<file path="config.mk">
export PLATFORM = sky130hd
export DESIGN_NAME = vapic_access_policy
export DESIGN_NICKNAME = d
export VERILOG_FILES = /design/src/rtl/vapic_pkg.sv /design/src/rtl/vapic_policy_dec.sv /design/src/rtl/vapic_backing_store.sv /design/src/rtl/vapic_exit_ctl.sv /design/src/rtl/vapic_access_policy.sv
export SDC_FILE = /design/constraint.sdc
export NUM_CORES = 1
export LEC_CHECK = 0
export CAP_MARGIN = 10
export CORE_MARGIN = 3
export CORE_UTILIZATION = 35
export DETAILED_ROUTE_END_ITERATION = 10
export DONT_BUFFER_PORTS = 1
export GPL_ROUTABILITY_DRIVEN = 0
export GPL_TIMING_DRIVEN = 0
export HOLD_SLACK_MARGIN = 0.15
export PLACE_DENSITY = 0.52
export SLEW_MARGIN = 10
export SYNTH_ARGS = -nofsm -noshare
export SYNTH_HDL_FRONTEND = slang
export SYNTH_SLANG_ARGS = --single-unit
</file>
<file path="constraint.sdc">
create_clock -name clk_i -period 3.3 [get_ports clk_i]
set_input_delay 0.165 -clock clk_i [delete_from_list [all_inputs] [get_ports clk_i]]
set_output_delay 0.165 -clock clk_i [all_outputs]
set_load 0.05 [all_outputs]
</file>
<file path="src/rtl/vapic_pkg.sv">
package vapic_pkg;

  typedef enum logic [1:0] {
    ACT_ALLOW = 2'd0,
    ACT_ACCEL = 2'd1,
    ACT_TRAP  = 2'd2,
    ACT_FAULT = 2'd3
  } act_e;

  localparam logic [11:0] OFF_ID   = 12'h020;
  localparam logic [11:0] OFF_TPR  = 12'h080;
  localparam logic [11:0] OFF_EOI  = 12'h0B0;
  localparam logic [11:0] OFF_LDR  = 12'h0D0;
  localparam logic [11:0] OFF_IRR0 = 12'h200;
  localparam logic [11:0] OFF_ICRL = 12'h300;
  localparam logic [11:0] OFF_ICRH = 12'h310;

  localparam logic [11:0] EXIT_IPI_FAIL = 12'h401;
  localparam logic [11:0] EXIT_UNACCEL  = 12'h402;

  localparam int S_ID   = 0;
  localparam int S_TPR  = 1;
  localparam int S_EOI  = 2;
  localparam int S_LDR  = 3;
  localparam int S_ICRL = 4;
  localparam int S_ICRH = 5;
  localparam int S_IRR0 = 6;

endpackage

</file>
<file path="src/rtl/vapic_policy_dec.sv">
module vapic_policy_dec
  import vapic_pkg::*;
#(
  parameter int NUM_IRR = 8,
  parameter int SLOT_W  = 4
) (
  input  logic [11:0]       off_i,
  input  logic              write_i,
  input  logic              ipi_ok_i,
  output act_e              act_o,
  output logic [SLOT_W-1:0] slot_o,
  output logic [11:0]       code_o
);

  always_comb begin
    act_o  = ACT_FAULT;
    slot_o = '0;
    unique case (off_i)
      OFF_ID: begin
        slot_o = SLOT_W'(S_ID);
        act_o  = write_i ? ACT_TRAP : ACT_ALLOW;
      end
      OFF_TPR: begin
        slot_o = SLOT_W'(S_TPR);
        act_o  = ACT_ACCEL;
      end
      OFF_EOI: begin
        slot_o = SLOT_W'(S_EOI);
        act_o  = write_i ? ACT_ACCEL : ACT_ALLOW;
      end
      OFF_LDR: begin
        slot_o = SLOT_W'(S_LDR);
        act_o  = write_i ? ACT_TRAP : ACT_ALLOW;
      end
      OFF_ICRL: begin
        slot_o = SLOT_W'(S_ICRL);
        if (!write_i)      act_o = ACT_ALLOW;
        else if (ipi_ok_i) act_o = ACT_ACCEL;
        else               act_o = ACT_TRAP;
      end
      OFF_ICRH: begin
        slot_o = SLOT_W'(S_ICRH);
        act_o  = ACT_ALLOW;
      end
      default: begin
        for (int k = 0; k < NUM_IRR; k++) begin
          if (off_i == OFF_IRR0 + 12'(k * 16)) begin
            slot_o = SLOT_W'(S_IRR0 + k);
            act_o  = write_i ? ACT_FAULT : ACT_ALLOW;
          end
        end
      end
    endcase
  end

  // failed IPI write gets its own code; every other exit is an unaccelerated access
  assign code_o = (write_i && off_i == OFF_ICRL) ? EXIT_IPI_FAIL : EXIT_UNACCEL;

endmodule

</file>
<file path="src/rtl/vapic_backing_store.sv">
module vapic_backing_store #(
  parameter int DATA_W    = 32,
  parameter int NUM_SLOTS = 14,
  parameter int SLOT_W    = 4
) (
  input  logic              clk_i,
  input  logic              rst_ni,
  input  logic              we_i,
  input  logic [SLOT_W-1:0] slot_i,
  input  logic [DATA_W-1:0] wdata_i,
  output logic [DATA_W-1:0] rdata_o
);

  logic [DATA_W-1:0] mem_q [NUM_SLOTS];

  for (genvar g = 0; g < NUM_SLOTS; g++) begin : g_slot
    always_ff @(posedge clk_i or negedge rst_ni) begin
      if (!rst_ni)                                mem_q[g] <= '0;
      else if (we_i && slot_i == SLOT_W'(g))      mem_q[g] <= wdata_i;
    end
  end

  always_comb begin
    rdata_o = '0;
    for (int k = 0; k < NUM_SLOTS; k++) begin
      if (slot_i == SLOT_W'(k)) rdata_o = mem_q[k];
    end
  end

endmodule

</file>
<file path="src/rtl/vapic_exit_ctl.sv">
module vapic_exit_ctl (
  input  logic        clk_i,
  input  logic        rst_ni,
  input  logic        set_i,
  input  logic [11:0] code_i,
  input  logic [11:0] off_i,
  input  logic        write_i,
  input  logic        trap_i,
  input  logic        ack_i,
  output logic        valid_o,
  output logic [11:0] code_o,
  output logic [11:0] off_o,
  output logic        write_o,
  output logic        trap_o
);

  always_ff @(posedge clk_i or negedge rst_ni) begin
    if (!rst_ni) begin
      valid_o <= 1'b0;
      code_o  <= '0;
      off_o   <= '0;
      write_o <= 1'b0;
      trap_o  <= 1'b0;
    end else if (set_i) begin
      valid_o <= 1'b1;
      code_o  <= code_i;
      off_o   <= off_i;
      write_o <= write_i;
      trap_o  <= trap_i;
    end else if (ack_i) begin
      valid_o <= 1'b0;
    end
  end


  exit_hold_chk: assert property (@(posedge clk_i) disable iff (!rst_ni)
    valid_o && !ack_i |=> valid_o && $stable(code_o) && $stable(off_o)
                          && $stable(write_o) && $stable(trap_o));

endmodule

</file>
<file path="src/rtl/vapic_access_policy.sv">
module vapic_access_policy
  import vapic_pkg::*;
#(
  parameter int DATA_W  = 32,
  parameter int NUM_IRR = 8
) (
  input  logic              clk_i,
  input  logic              rst_ni,
  input  logic              acc_valid_i,
  input  logic              acc_write_i,
  input  logic [11:0]       acc_offset_i,
  input  logic [DATA_W-1:0] acc_wdata_i,
  input  logic              ipi_supported_i,
  output logic              acc_ready_o,
  output logic [DATA_W-1:0] acc_rdata_o,
  output logic              ipi_req_o,
  output logic              eoi_req_o,
  output logic              exit_valid_o,
  output logic [11:0]       exit_code_o,
  output logic [11:0]       exit_offset_o,
  output logic              exit_write_o,
  output logic              exit_trap_o,
  input  logic              exit_ack_i
);

  localparam int NUM_SLOTS = S_IRR0 + NUM_IRR;
  localparam int SLOT_W    = $clog2(NUM_SLOTS);

  act_e              act;
  logic [SLOT_W-1:0] slot;
  logic [11:0]       code;
  logic [DATA_W-1:0] store_rdata;
  logic              fire, store_we, exit_set;
  logic              ipi_q, eoi_q;

  vapic_policy_dec #(.NUM_IRR(NUM_IRR), .SLOT_W(SLOT_W)) i_dec (
    .off_i    (acc_offset_i),
    .write_i  (acc_write_i),
    .ipi_ok_i (ipi_supported_i),
    .act_o    (act),
    .slot_o   (slot),
    .code_o   (code)
  );

  assign acc_ready_o = !exit_valid_o;
  assign fire        = acc_valid_i && acc_ready_o;
  assign store_we    = fire && acc_write_i && act != ACT_FAULT;
  assign exit_set    = fire && (act == ACT_TRAP || act == ACT_FAULT);
  assign acc_rdata_o = (fire && !acc_write_i && act != ACT_FAULT) ? store_rdata : '0;

  vapic_backing_store #(.DATA_W(DATA_W), .NUM_SLOTS(NUM_SLOTS), .SLOT_W(SLOT_W)) i_store (
    .clk_i   (clk_i),
    .rst_ni  (rst_ni),
    .we_i    (store_we),
    .slot_i  (slot),
    .wdata_i (acc_wdata_i),
    .rdata_o (store_rdata)
  );

  vapic_exit_ctl i_exit (
    .clk_i   (clk_i),
    .rst_ni  (rst_ni),
    .set_i   (exit_set),
    .code_i  (code),
    .off_i   (acc_offset_i),
    .write_i (acc_write_i),
    .trap_i  (act == ACT_TRAP),
    .ack_i   (exit_ack_i),
    .valid_o (exit_valid_o),
    .code_o  (exit_code_o),
    .off_o   (exit_offset_o),
    .write_o (exit_write_o),
    .trap_o  (exit_trap_o)
  );

  always_ff @(posedge clk_i or negedge rst_ni) begin
    if (!rst_ni) begin
      ipi_q <= 1'b0;
      eoi_q <= 1'b0;
    end else begin
      ipi_q <= fire && acc_write_i && act == ACT_ACCEL && acc_offset_i == OFF_ICRL;
      eoi_q <= fire && acc_write_i && act == ACT_ACCEL && acc_offset_i == OFF_EOI;
    end
  end

  assign ipi_req_o = ipi_q;
  assign eoi_req_o = eoi_q;


  accel_no_exit_chk: assert property (@(posedge clk_i) disable iff (!rst_ni)
    ipi_req_o |-> !exit_valid_o);


  icr_trap_chk: assert property (@(posedge clk_i) disable iff (!rst_ni)
    fire && acc_write_i && acc_offset_i == OFF_ICRL && !ipi_supported_i
    |=> exit_valid_o && exit_trap_o && exit_code_o == EXIT_IPI_FAIL && !ipi_req_o);


  fault_exit_chk: assert property (@(posedge clk_i) disable iff (!rst_ni)
    fire && act == ACT_FAULT |=> exit_valid_o && !exit_trap_o
                                 && exit_code_o == EXIT_UNACCEL);


  no_fire_pending_chk: assert property (@(posedge clk_i) disable iff (!rst_ni)
    exit_valid_o && acc_valid_i |=> $stable(exit_offset_o) && !ipi_req_o && !eoi_req_o);

endmodule

</file>
==> results of run 1 <==
[worst max-delay path by stage]
stage,slack [ns],to,start
floorplan,0.01,acc_rdata_o[28],acc_offset_i[8]
CTS,-0.04,acc_rdata_o[9],acc_offset_i[8]
global route,-0.005,acc_rdata_o[9],acc_offset_i[11]
global placement,-2.18,acc_rdata_o[11],acc_offset_i[3]
detailed placement,-2.17,acc_rdata_o[6],acc_offset_i[3]
finish,0.01,acc_rdata_o[9],acc_offset_i[11]
[area by class of cell]
class,count,area [sq um]
timing repair buffer,69,636
sequential,468,11700
fill,4871,30000
clock inverter,12,82.6
inverter,6,22.5
buffer,345,1530
clock buffer,78,1550
tap,688,861
multi-input combinational,720,6270
[state kept, by name, summed over array words and instances, names as in the netlist]
signal	cells
i_store.mem_q	448
i_exit.trap_o	1
eoi_req_o	1
ipi_req_o	1
i_exit.valid_o	1
i_exit.write_o	1
i_exit.code_o	3
i_exit.off_o	12
[stage by stage]
step                hold slack [ns]  power (W)  std cells  utilization   TNS, ns
finish                       -0.676     0.0118       2386        0.430         0
global placement            -0.0902    0.00622       2231        0.373    -96.90
global route                 -0.707     0.0121       2386        0.430  -0.00477
CTS                          -0.731     0.0119       2386        0.429   -0.0415
floorplan                    -0.131    0.00617       1543            -         0
detailed placement          -0.0884    0.00622       2233        0.373    -75.12
[power by group through the flow]
stage	logic, W	registers [W]	clock network (W)
4_1_cts	0.000275	0.00594	0.00567
5_1_grt	0.000299	0.00594	0.00588
2_1_floorplan	0.000138	0.00604	0
3_5_place_dp	0.000174	0.00605	0
6_report	0.000280	0.00594	0.00553
3_3_place_gp	0.000173	0.00605	0
[cells in the mapped netlist (3+ instances only)]
master	n
a22o_1	13
a21oi_1	53
nor3b_1	3
clkbuf_1	304
a221oi_1	27
buf_2	28
a222oi_1	35
mux2_2	200
buf_1	3
dfrtp_1	468
a31oi_1	4
nor3_1	18
a22oi_1	40
and2_1	3
nand3b_1	3
buf_6	4
nand3_1	29
o221ai_1	12
or2_2	4
buf_4	10
a221o_1	12
nor2_1	37
nand2b_1	3
and3_1	6
a211oi_1	4
or3_1	4
nand4_1	10
inv_1	6
o21ai_0	48
and4_1	4
mux2i_1	8
nand2_1	71
o22ai_1	9
nor4_1	6
[per-layer routing]
metal,vias up,global-route usage
met5,-,0
met4,4,0.0563
met3,94,0.0346
met2,338,0.329
met1,6626,0.271
li1,5530,-
[timing repair]
item | in CTS | in global routing
buffers inserted | 20 | 0
pin swaps | 29 | 12
hold endpoints to repair | 675 | 468
gates resized for setup | 168 | 28
endpoints found under the setup margin | 33 | 29
[logic make-up after synthesis]
family          count (synthesis)  synth area share
xor+xnor                        2          0.000938
buf+inv                       355            0.0768
simple gates                  217            0.0588
mux                           208             0.125
other cells                     1          0.000201
compound gates                284             0.112
flops                         468             0.627
[critical path: cells and delay by family]
kind	cells	cell delay, ns
buffers and inverters	2	0.71
AND/OR/NAND/NOR	5	1.09
AO/OA/AOI/OAI	3	1.13
==> flow_summary.json, run 1 <==
{
  "syn_area_per_cell_sq_um": 12.2,
  "p_int_w": 0.00910,
  "path_max_fanout": 9,
  "clock_latency_ns": 0.60,
  "dieArea_sq_um": 56200,
  "ff2ff_setup_slack_ns": 0.28,
  "die-height_um": 237,
  "reg2regPathDepth": 5,
  "synthCells": 1535,
  "die_w_um": 237,
  "path_class": "in2out",
  "crit_path_end_kind": "output pin",
  "ys_types": 69,
  "grt_pass1_vias": 13000,
  "num_rows": 84,
  "dr.first_iter.drc_count": 1237,
  "ys_top_cells_by_area": "dfrtp_1 (63%), mux2_2 (12%), clkbuf_1 (6.1%)",
  "cts.sinks": 468,
  "drc": 0,
  "tightest_slew_ns": 1.50,
  "crit_path_top_delay_cell": "a222oi_1",
  "final_cell_mix": "dfrtp_1 (468), clkbuf_1 (276), mux2_2 (200), nand2_1 (69), clkbuf_16 (51)",
  "hold_viol": 468,
  "pwr-share-comb": 0.024,
  "yosys_warnings": 0,
  "final_area_sq_um": 22700,
  "detail_route.wirelength_um": 55900,
  "drive_above_1_share": 0.273,
  "crit_path_max_incr_delay_ns": 0.68,
  "antenna_found_initial": 3,
  "min_path_type": "in2async",
  "period_minus_slack_ns": 3.29,
  "cts_buffer_depth": 3,
  "placed_area_sq_um": 19700,
  "track_usage": 0.200,
  "wl_met2_um": 26800,
  "synth_area_sq_um": 18700,
  "core_sq_um": 52700,
  "fin_worst_skew_ns": 0.0127,
  "nNetsFinal": 1710,
  "switching_share": 0.226,
  "synth_edf_count": 0,
  "cp_cell_sequence": "nor2_1, dlygate4sd3_1, nand2_1, a31oi_4, a221o_1, buf_6, and2_4, or3_4, a222oi_1, nor3_4",
  "postCtsHoldBufs": 47,
  "area_growth_pct": 21.3,
  "ios": 112,
  "failed_checks": "hold timing",
  "power.share.clock": 0.471,
  "async_flop_share": 1.00,
  "detail_route.wl_per_cell_um": 23.4,
  "power_density_nw_per_um2": 519,
  "relSlewSlack": 0.00165,
  "dr_total_vias": 12600,
  "synth-main-ff-cell": "dfrtp_1",
  "ys_ff_latch": 468,
  "yosysTopAreaCellShare": 0.627,
  "via_per_inst": 5.28,
  "fin_hold_ws_ns": -0.676,
  "status": "finished with violations",
  "clock.fmax_ghz": 0.304,
  "n_antenna_cell": 0,
  "port_buffers": 0,
  "setup_viol_count_final": 0,
  "wl_met1_um": 24900,
  "cp.required_ns": 3.13,
  "power.switching_w": 0.00266,
  "synth_top_cell_by_area": "dfrtp_1",
  "r2r-start": "i_exit.valid_o$_DFFE_PN0P_",
  "clk_pin_slew_ns": 0.06,
  "dp_hpwl_um": 37100,
  "ir_drop_mv": 0.360,
  "ant_nets": 0,
  "overflow": 0,
  "cts_buffers": 50,
  "grt_max_degree": 469,
  "report.final.slew_viol_count": 0,
  "dr_wl_met3_um": 2690,
  "highest_layer": "met5",
  "ys_seq_area_frac": 0.627,
  "grt_pass1_wl_um": 84200,
  "drtPass1Iterations": 6,
  "r2r_end": "i_store.mem_q[399]$_DFFE_PN0P_",
  "floorplan.initialDensity": 0.355,
  "cp-start-kind": "input port",
  "setup_slack_ns": 0.0132,
  "cts-root-buf": "clkbuf_16",
  "crit_arrival_ns": 3.12,
  "htree_levels": 2,
  "seqPwrFrac": 0.506,
  "final_common_cell": "dfrtp_1",
  "drv_cap": 0,
  "cts_tree": "done",
  "power.leakage_nw": 10.4,
  "pre_cts_slack_ns": -2.17,
  "fin_crit_sh": 0.996
}
(Power assumes the default switching activity.)
==> run 2, diff against run 1 <==
--- a/config.mk
+++ b/config.mk
@@ -6,6 +6,7 @@
 export NUM_CORES = 1
 export LEC_CHECK = 0
 export CAP_MARGIN = 10
+export CORE_ASPECT_RATIO = 2
 export CORE_MARGIN = 3
 export CORE_UTILIZATION = 35
 export DETAILED_ROUTE_END_ITERATION = 10
==> run 2 against run 1 <==
  * The run still ends with hold timing left
  * Fmax is 1.3% higher
  * Core utilization is 0.33 points lower
  * Power is 2.5% lower
  * Clock power is 5.1% lower
  * Die area is 0.30% higher
  * Count of clock-buffer cells in the layout is 18 lower
  * Non-clock buffer count is 1 lower
  * Clock skew is 0.0026 ns higher
  * Wire length is 0.35% lower
  * Largest cell class unchanged
  * Largest power group unchanged
==> flow_summary.json, run 2 (synthesized netlist as in run 1, its figures left out) <==
{
  "setup_viol_count_final": 0,
  "fin_worst_skew_ns": 0.0153,
  "pre_cts_slack_ns": -2.07,
  "power_density_nw_per_um2": 509,
  "reg2regPathDepth": 5,
  "rsz0062_at_grt": "yes",
  "fin_hold_ws_ns": -0.678,
  "floorplan.initialDensity": 0.354,
  "setup_tns_ns": 0,
  "hold_viol": 468,
  "port_buffers": 0,
  "cts_buffer_depth": 3,
  "path_max_fanout": 10,
  "placed_area_sq_um": 19600,
  "dr.first_iter.drc_count": 898,
  "tightest_slew_ns": 1.04,
  "antenna_found_initial": 6,
  "ios": 112,
  "largest_register_ffs": 448,
  "via_per_inst": 5.28,
  "grt_pass1_vias": 13000,
  "drive_above_1_share": 0.276,
  "crit_path_end_kind": "output pin",
  "nNetsFinal": 1702,
  "failed_checks": "hold timing",
  "die_w_um": 169,
  "grt_max_degree": 469,
  "detail_route.wl_per_cell_um": 23.7,
  "drv_cap": 0,
  "status": "finished with violations",
  "reg.largest.list": "i_store.mem_q (448), i_exit.off_o (12), i_exit.code_o (3)",
  "dieArea_sq_um": 56400,
  "cts-root-buf": "clkbuf_16",
  "ir_drop_mv": 0.329,
  "min_path_type": "in2async",
  "path_class": "in2out",
  "setup_slack_ns": 0.0551,
  "dp_hpwl_um": 39900,
  "report.final.slew_viol_count": 0,
  "core_sq_um": 52700,
  "num_rows": 119,
  "placed_cells": 2211,
  "cts.sinks": 468,
  "relSlewSlack": 0.305,
  "fin_crit_sh": 0.983,
  "cp.required_ns": 3.13,
  "postCtsHoldBufs": 45,
  "clock_latency_ns": 0.57,
  "final_area_sq_um": 22500,
  "ff2ff_setup_slack_ns": 0.24,
  "htree_levels": 2,
  "final_common_cell": "dfrtp_1",
  "ant_nets": 0,
  "clk_pin_slew_ns": 0.06,
  "track_usage": 0.198,
  "crit_arrival_ns": 3.08,
  "drc": 0,
  "r2r-start": "i_exit.valid_o$_DFFE_PN0P_",
  "power.leakage_nw": 10.4,
  "die-height_um": 333,
  "regMostFlops": "i_store.mem_q",
  "detail_route.wirelength_um": 55700,
  "final_cells": 2355,
  "period_minus_slack_ns": 3.24,
  "overflow": 0,
  "cts_tree": "done",
  "grt_pass1_wl_um": 84100,
  "dr_total_vias": 12400,
  "cts_buffers": 43,
  "clock.fmax_ghz": 0.308,
  "final_cell_mix": "dfrtp_1 (468), clkbuf_1 (273), mux2_2 (200), nand2_1 (69), o21ai_0 (47)",
  "r2r_end": "i_store.mem_q[386]$_DFFE_PN0P_",
  "cp-start-kind": "input port",
  "drtPass1Iterations": 5,
  "area_growth_pct": 20.5
}
[run 2: changes by cell type in the layout (fill, tap and decap cells not counted), moves of 4 or more]
cell	before	now
bufinv_16	0	4
nor3_1	9	5
clkbuf_16	51	44
clkbuf_8	17	11
[run 2: how the worst max path moves through the flow]
stage	start	end	slack, ns	cells past startpoint
2_1_floorplan	acc_offset_i[8]	acc_rdata_o[28]	0.01	11
3_3_place_gp	acc_offset_i[3]	acc_rdata_o[21]	-2.06	9
3_5_place_dp	acc_offset_i[3]	acc_rdata_o[21]	-2.07	9
4_1_cts	acc_offset_i[7]	acc_rdata_o[29]	-0.002	11
5_1_grt	acc_offset_i[3]	acc_rdata_o[29]	-0.02	10
6_report	acc_offset_i[3]	acc_rdata_o[28]	0.06	8
[run 2: per-stage QoR]
step	power [W]	hold slack (ns)	util
final	0.0115	-0.678	0.427
after global routing	0.0118	-0.732	0.427
after CTS	0.0116	-0.736	0.424
after detailed placement	0.00622	-0.116	0.373
after global placement	0.00622	-0.115	0.372
after floorplan	0.00617	-0.131	-
[run 2: power by group]
group | switching [W] | leakage (nW) | internal [W]
combinational | 0.000167 | 3.13 | 0.000107
sequential | 0.000168 | 6.50 | 0.00577
clock | 0.00224 | 0.741 | 0.00300
total | 0.00258 | 10.4 | 0.00889
[run 2: timing repair]
item / 4_1_cts / 5_1_grt
resized for setup: 154 / 33
endpoints found under the setup margin: 38 / 32
pin swaps: 25 / 23
setup buffers: 11 / 9
endpoints found under the hold margin: 673 / 468
[run 2: worst max-delay path: stages]
cell	delay, ns
or4_1	0.55
buf_4	0.23
nor3b_2	0.24
buf_4	0.24
nand3_4	0.25
clkbuf_1	0.40
nor3b_1	0.28
nor4_4	0.71
[run 2: final cells by class]
cell class	instances	area [sq um]
Multi-Input combinational cell	720	6290
Buffer	345	1510
Antenna cell	3	7.51
Sequential cell	468	11700
Fill cell	5004	30200
Clock buffer	60	1260
Inverter	6	22.5
Timing Repair Buffer	68	648
Clock inverter	20	225
Tap cell	665	832
[run 2: routing by layer]
| metal | share of wire | vias to the layer above | GRT usage |
|---|---|---|---|
| met3 | 0.038 | 117 | 0.0265 |
| met5 | 0.00013 | - | 0 |
| met4 | 0.047 | 2 | 0.0899 |
| met2 | 0.54 | 311 | 0.365 |
| li1 | - | 5483 | - |
| met1 | 0.38 | 6523 | 0.226 |
==> run 3, diff against run 2 <==
==> constraint.sdc (replaced) <==
create_clock -name clk_i -period 3.3 [get_ports clk_i]
set_input_delay 0.33 -clock clk_i [delete_from_list [all_inputs] [get_ports clk_i]]
set_output_delay 0.33 -clock clk_i [all_outputs]
set_load 0.05 [all_outputs]
==> run 3 against run 2 <==
  * The run ends with hold timing, setup timing left
  * Count of clock-buffer cells in the layout grew 1
  * Power decreased by 1.3%
  * Critical endpoint is now acc_rdata_o[9]
  * Clock power shrank 3%
  * Largest cell class unchanged
  * Wire length grew 2.1%
  * Sequential power about the same
==> flow_summary.json, run 3 (synthesized netlist as in run 1, its figures left out) <==
{
  "status": "finished with violations",
  "failed_checks": "hold timing, setup timing",
  "crit_path_max_incr_delay_ns": 0.61,
  "ff2ff_setup_slack_ns": 0.32,
  "cts.sinks": 468,
  "final_common_cell": "dfrtp_1",
  "r2r-start": "i_exit.valid_o$_DFFE_PN0P_",
  "fin_hold_ws_ns": -0.525,
  "track_usage": 0.201,
  "drtPass1Iterations": 7,
  "ios": 112,
  "cp-start-kind": "input port",
  "drc": 0,
  "cts-root-buf": "clkbuf_16",
  "grt_pass1_wl_um": 85200,
  "final_cell_mix": "dfrtp_1 (467), clkbuf_1 (273), mux2_2 (200), nand2_1 (69), buf_4 (59)",
  "hold_viol": 468,
  "dr.first_iter.drc_count": 908,
  "port_buffers": 0,
  "min_path_type": "in2async",
  "grt_most_used_layer": "met2",
  "critPathLaunch": "acc_offset_i[3]",
  "regMostFlops": "i_store.mem_q",
  "dieArea_sq_um": 56400,
  "grt_pass1_vias": 13300,
  "nNetsFinal": 1728,
  "clk_pin_slew_ns": 0.07,
  "power.switching_w": 0.00255,
  "num_rows": 119,
  "placed_area_sq_um": 19800,
  "setup_tns_ns": -0.0533,
  "power.leakage_nw": 10.6,
  "nFillCells": 4912,
  "crit_path_top_delay_cell": "or4_4",
  "relSlewSlack": 0.00212,
  "path_class": "in2out",
  "cts_tree": "done",
  "power.share.clock": 0.449,
  "setup_viol_count_final": 2,
  "pwr-share-comb": 0.026,
  "switching_share": 0.225,
  "path_max_fanout": 7,
  "report.final.slew_viol_count": 0,
  "pre_cts_slack_ns": -2.27,
  "multiInputGateArea_sq_um": 6480,
  "p_total_w": 0.0113,
  "drive_above_1_share": 0.299,
  "crit_arrival_ns": 3.02,
  "overflow": 0,
  "rsz0062_at_grt": "yes",
  "core_sq_um": 52700,
  "dr_total_vias": 12700,
  "die-height_um": 333,
  "use_met1": 0.230,
  "setup_slack_ns": -0.0531,
  "cts_buffers": 42,
  "cts_buffer_depth": 3,
  "reg2regPathDepth": 5,
  "r2r_end": "i_store.mem_q[391]$_DFFE_PN0P_",
  "antenna_found_initial": 7,
  "fin_worst_skew_ns": 0.0155,
  "grt_util_met2": 0.368,
  "cp_common_cell": "a222oi_1",
  "period_minus_slack_ns": 3.35,
  "dp_hpwl_um": 39800,
  "seq_area_sq_um": 11700,
  "ant_nets": 0,
  "seqPwrFrac": 0.525,
  "power_density_nw_per_um2": 490,
  "reg.largest.list": "i_store.mem_q (448), i_exit.off_o (12), i_exit.code_o (3)",
  "drv_cap": 0,
  "final_area_sq_um": 23100,
  "cp.required_ns": 2.97,
  "floorplan.initialDensity": 0.354,
  "grt_max_degree": 469,
  "crit_end": "acc_rdata_o[9]",
  "postCtsHoldBufs": 45,
  "clock.fmax_ghz": 0.298,
  "die_w_um": 169,
  "detail_route.wirelength_um": 56900,
  "p_int_w": 0.00876,
  "detail_route.wl_per_cell_um": 23.9,
  "tightest_slew_ns": 1.50,
  "fin_crit_sh": 1.02,
  "grt.met3_usage": 0.0266,
  "crit_path_end_kind": "output pin",
  "largest_register_ffs": 448,
  "area_growth_pct": 23.5,
  "htree_levels": 2,
  "ir_drop_mv": 0.388,
  "cp_cell_sequence": "or4_4, nor4b_4, a41oi_4, a222oi_1, a21oi_1, or3_1, a222oi_1, nor3_4",
  "via_per_inst": 5.32,
  "clock_latency_ns": 0.57
}
[run 3: cell count changes in the layout (fill, tap and decap cells not counted), moves of 5 or more]
cell,before,now
buf_6,6,17
o21ai_1,1,13
o21ai_0,47,34
clkbuf_2,22,7
buf_12,2,7
buf_4,39,59
[run 3: power groups by stage]
stage | sequential, W | clock, W | combinational (W)
floorplan | 0.00604 | 0 | 0.000139
global placement | 0.00605 | 0 | 0.000172
detailed placement | 0.00605 | 0 | 0.000176
CTS | 0.00594 | 0.00521 | 0.000280
global route | 0.00594 | 0.00541 | 0.000310
finish | 0.00594 | 0.00508 | 0.000292
[run 3: critical path: cells and delay by family]
| family | cells | cell delay [ns] |
|---|---|---|
| simple gates | 4 | 1.46 |
| compound gates | 4 | 1.23 |
[run 3: worst min path at each step]
| stage | depth (start not counted) | slack [ns] | endpoint |
|---|---|---|---|
| floorplan | 0 | 0.03 | eoi_req_o$_DFF_PN0_ |
| global placement | 0 | 0.05 | i_store.mem_q[43]$_DFFE_PN0P_ |
| detailed placement | 0 | 0.05 | i_store.mem_q[28]$_DFFE_PN0P_ |
| CTS | 0 | -0.56 | i_store.mem_q[388]$_DFFE_PN0P_ |
| global route | 0 | -0.56 | i_store.mem_q[60]$_DFFE_PN0P_ |
| finish | 0 | -0.53 | i_store.mem_q[60]$_DFFE_PN0P_ |
[run 3: stage by stage]
stage                      util  instances
after floorplan               -       1543
after global placement    0.375       2208
after detailed placement  0.376       2211
after CTS                 0.431       2361
after global routing      0.438       2380
final                     0.438       2380
[run 3: layer usage]
layer  vias up  share of wire
met3       126          0.040
met4         0          0.050
li1       5553              -
met2       341           0.54
met1      6640           0.37
met5         -              0
[run 3: area by class of cell]
type                       instances  share of cell area
multi-input combinational        720               0.281
buffer                           343              0.0719
tap                              665              0.0361
timing repair buffer              97              0.0404
antenna                            5            0.000542
inverter                           6            0.000976
sequential                       468               0.508
clock inverter                    15             0.00759
clock buffer                      61              0.0539
[run 3: repair_timing]
action / CTS / global route
setup endpoints to repair: 33 / 32
setup buffers: 33 / 14
resized for setup: 206 / 64
pin swaps: 45 / 37
cloned: 0 / 2
hold endpoints to repair: 672 / 468
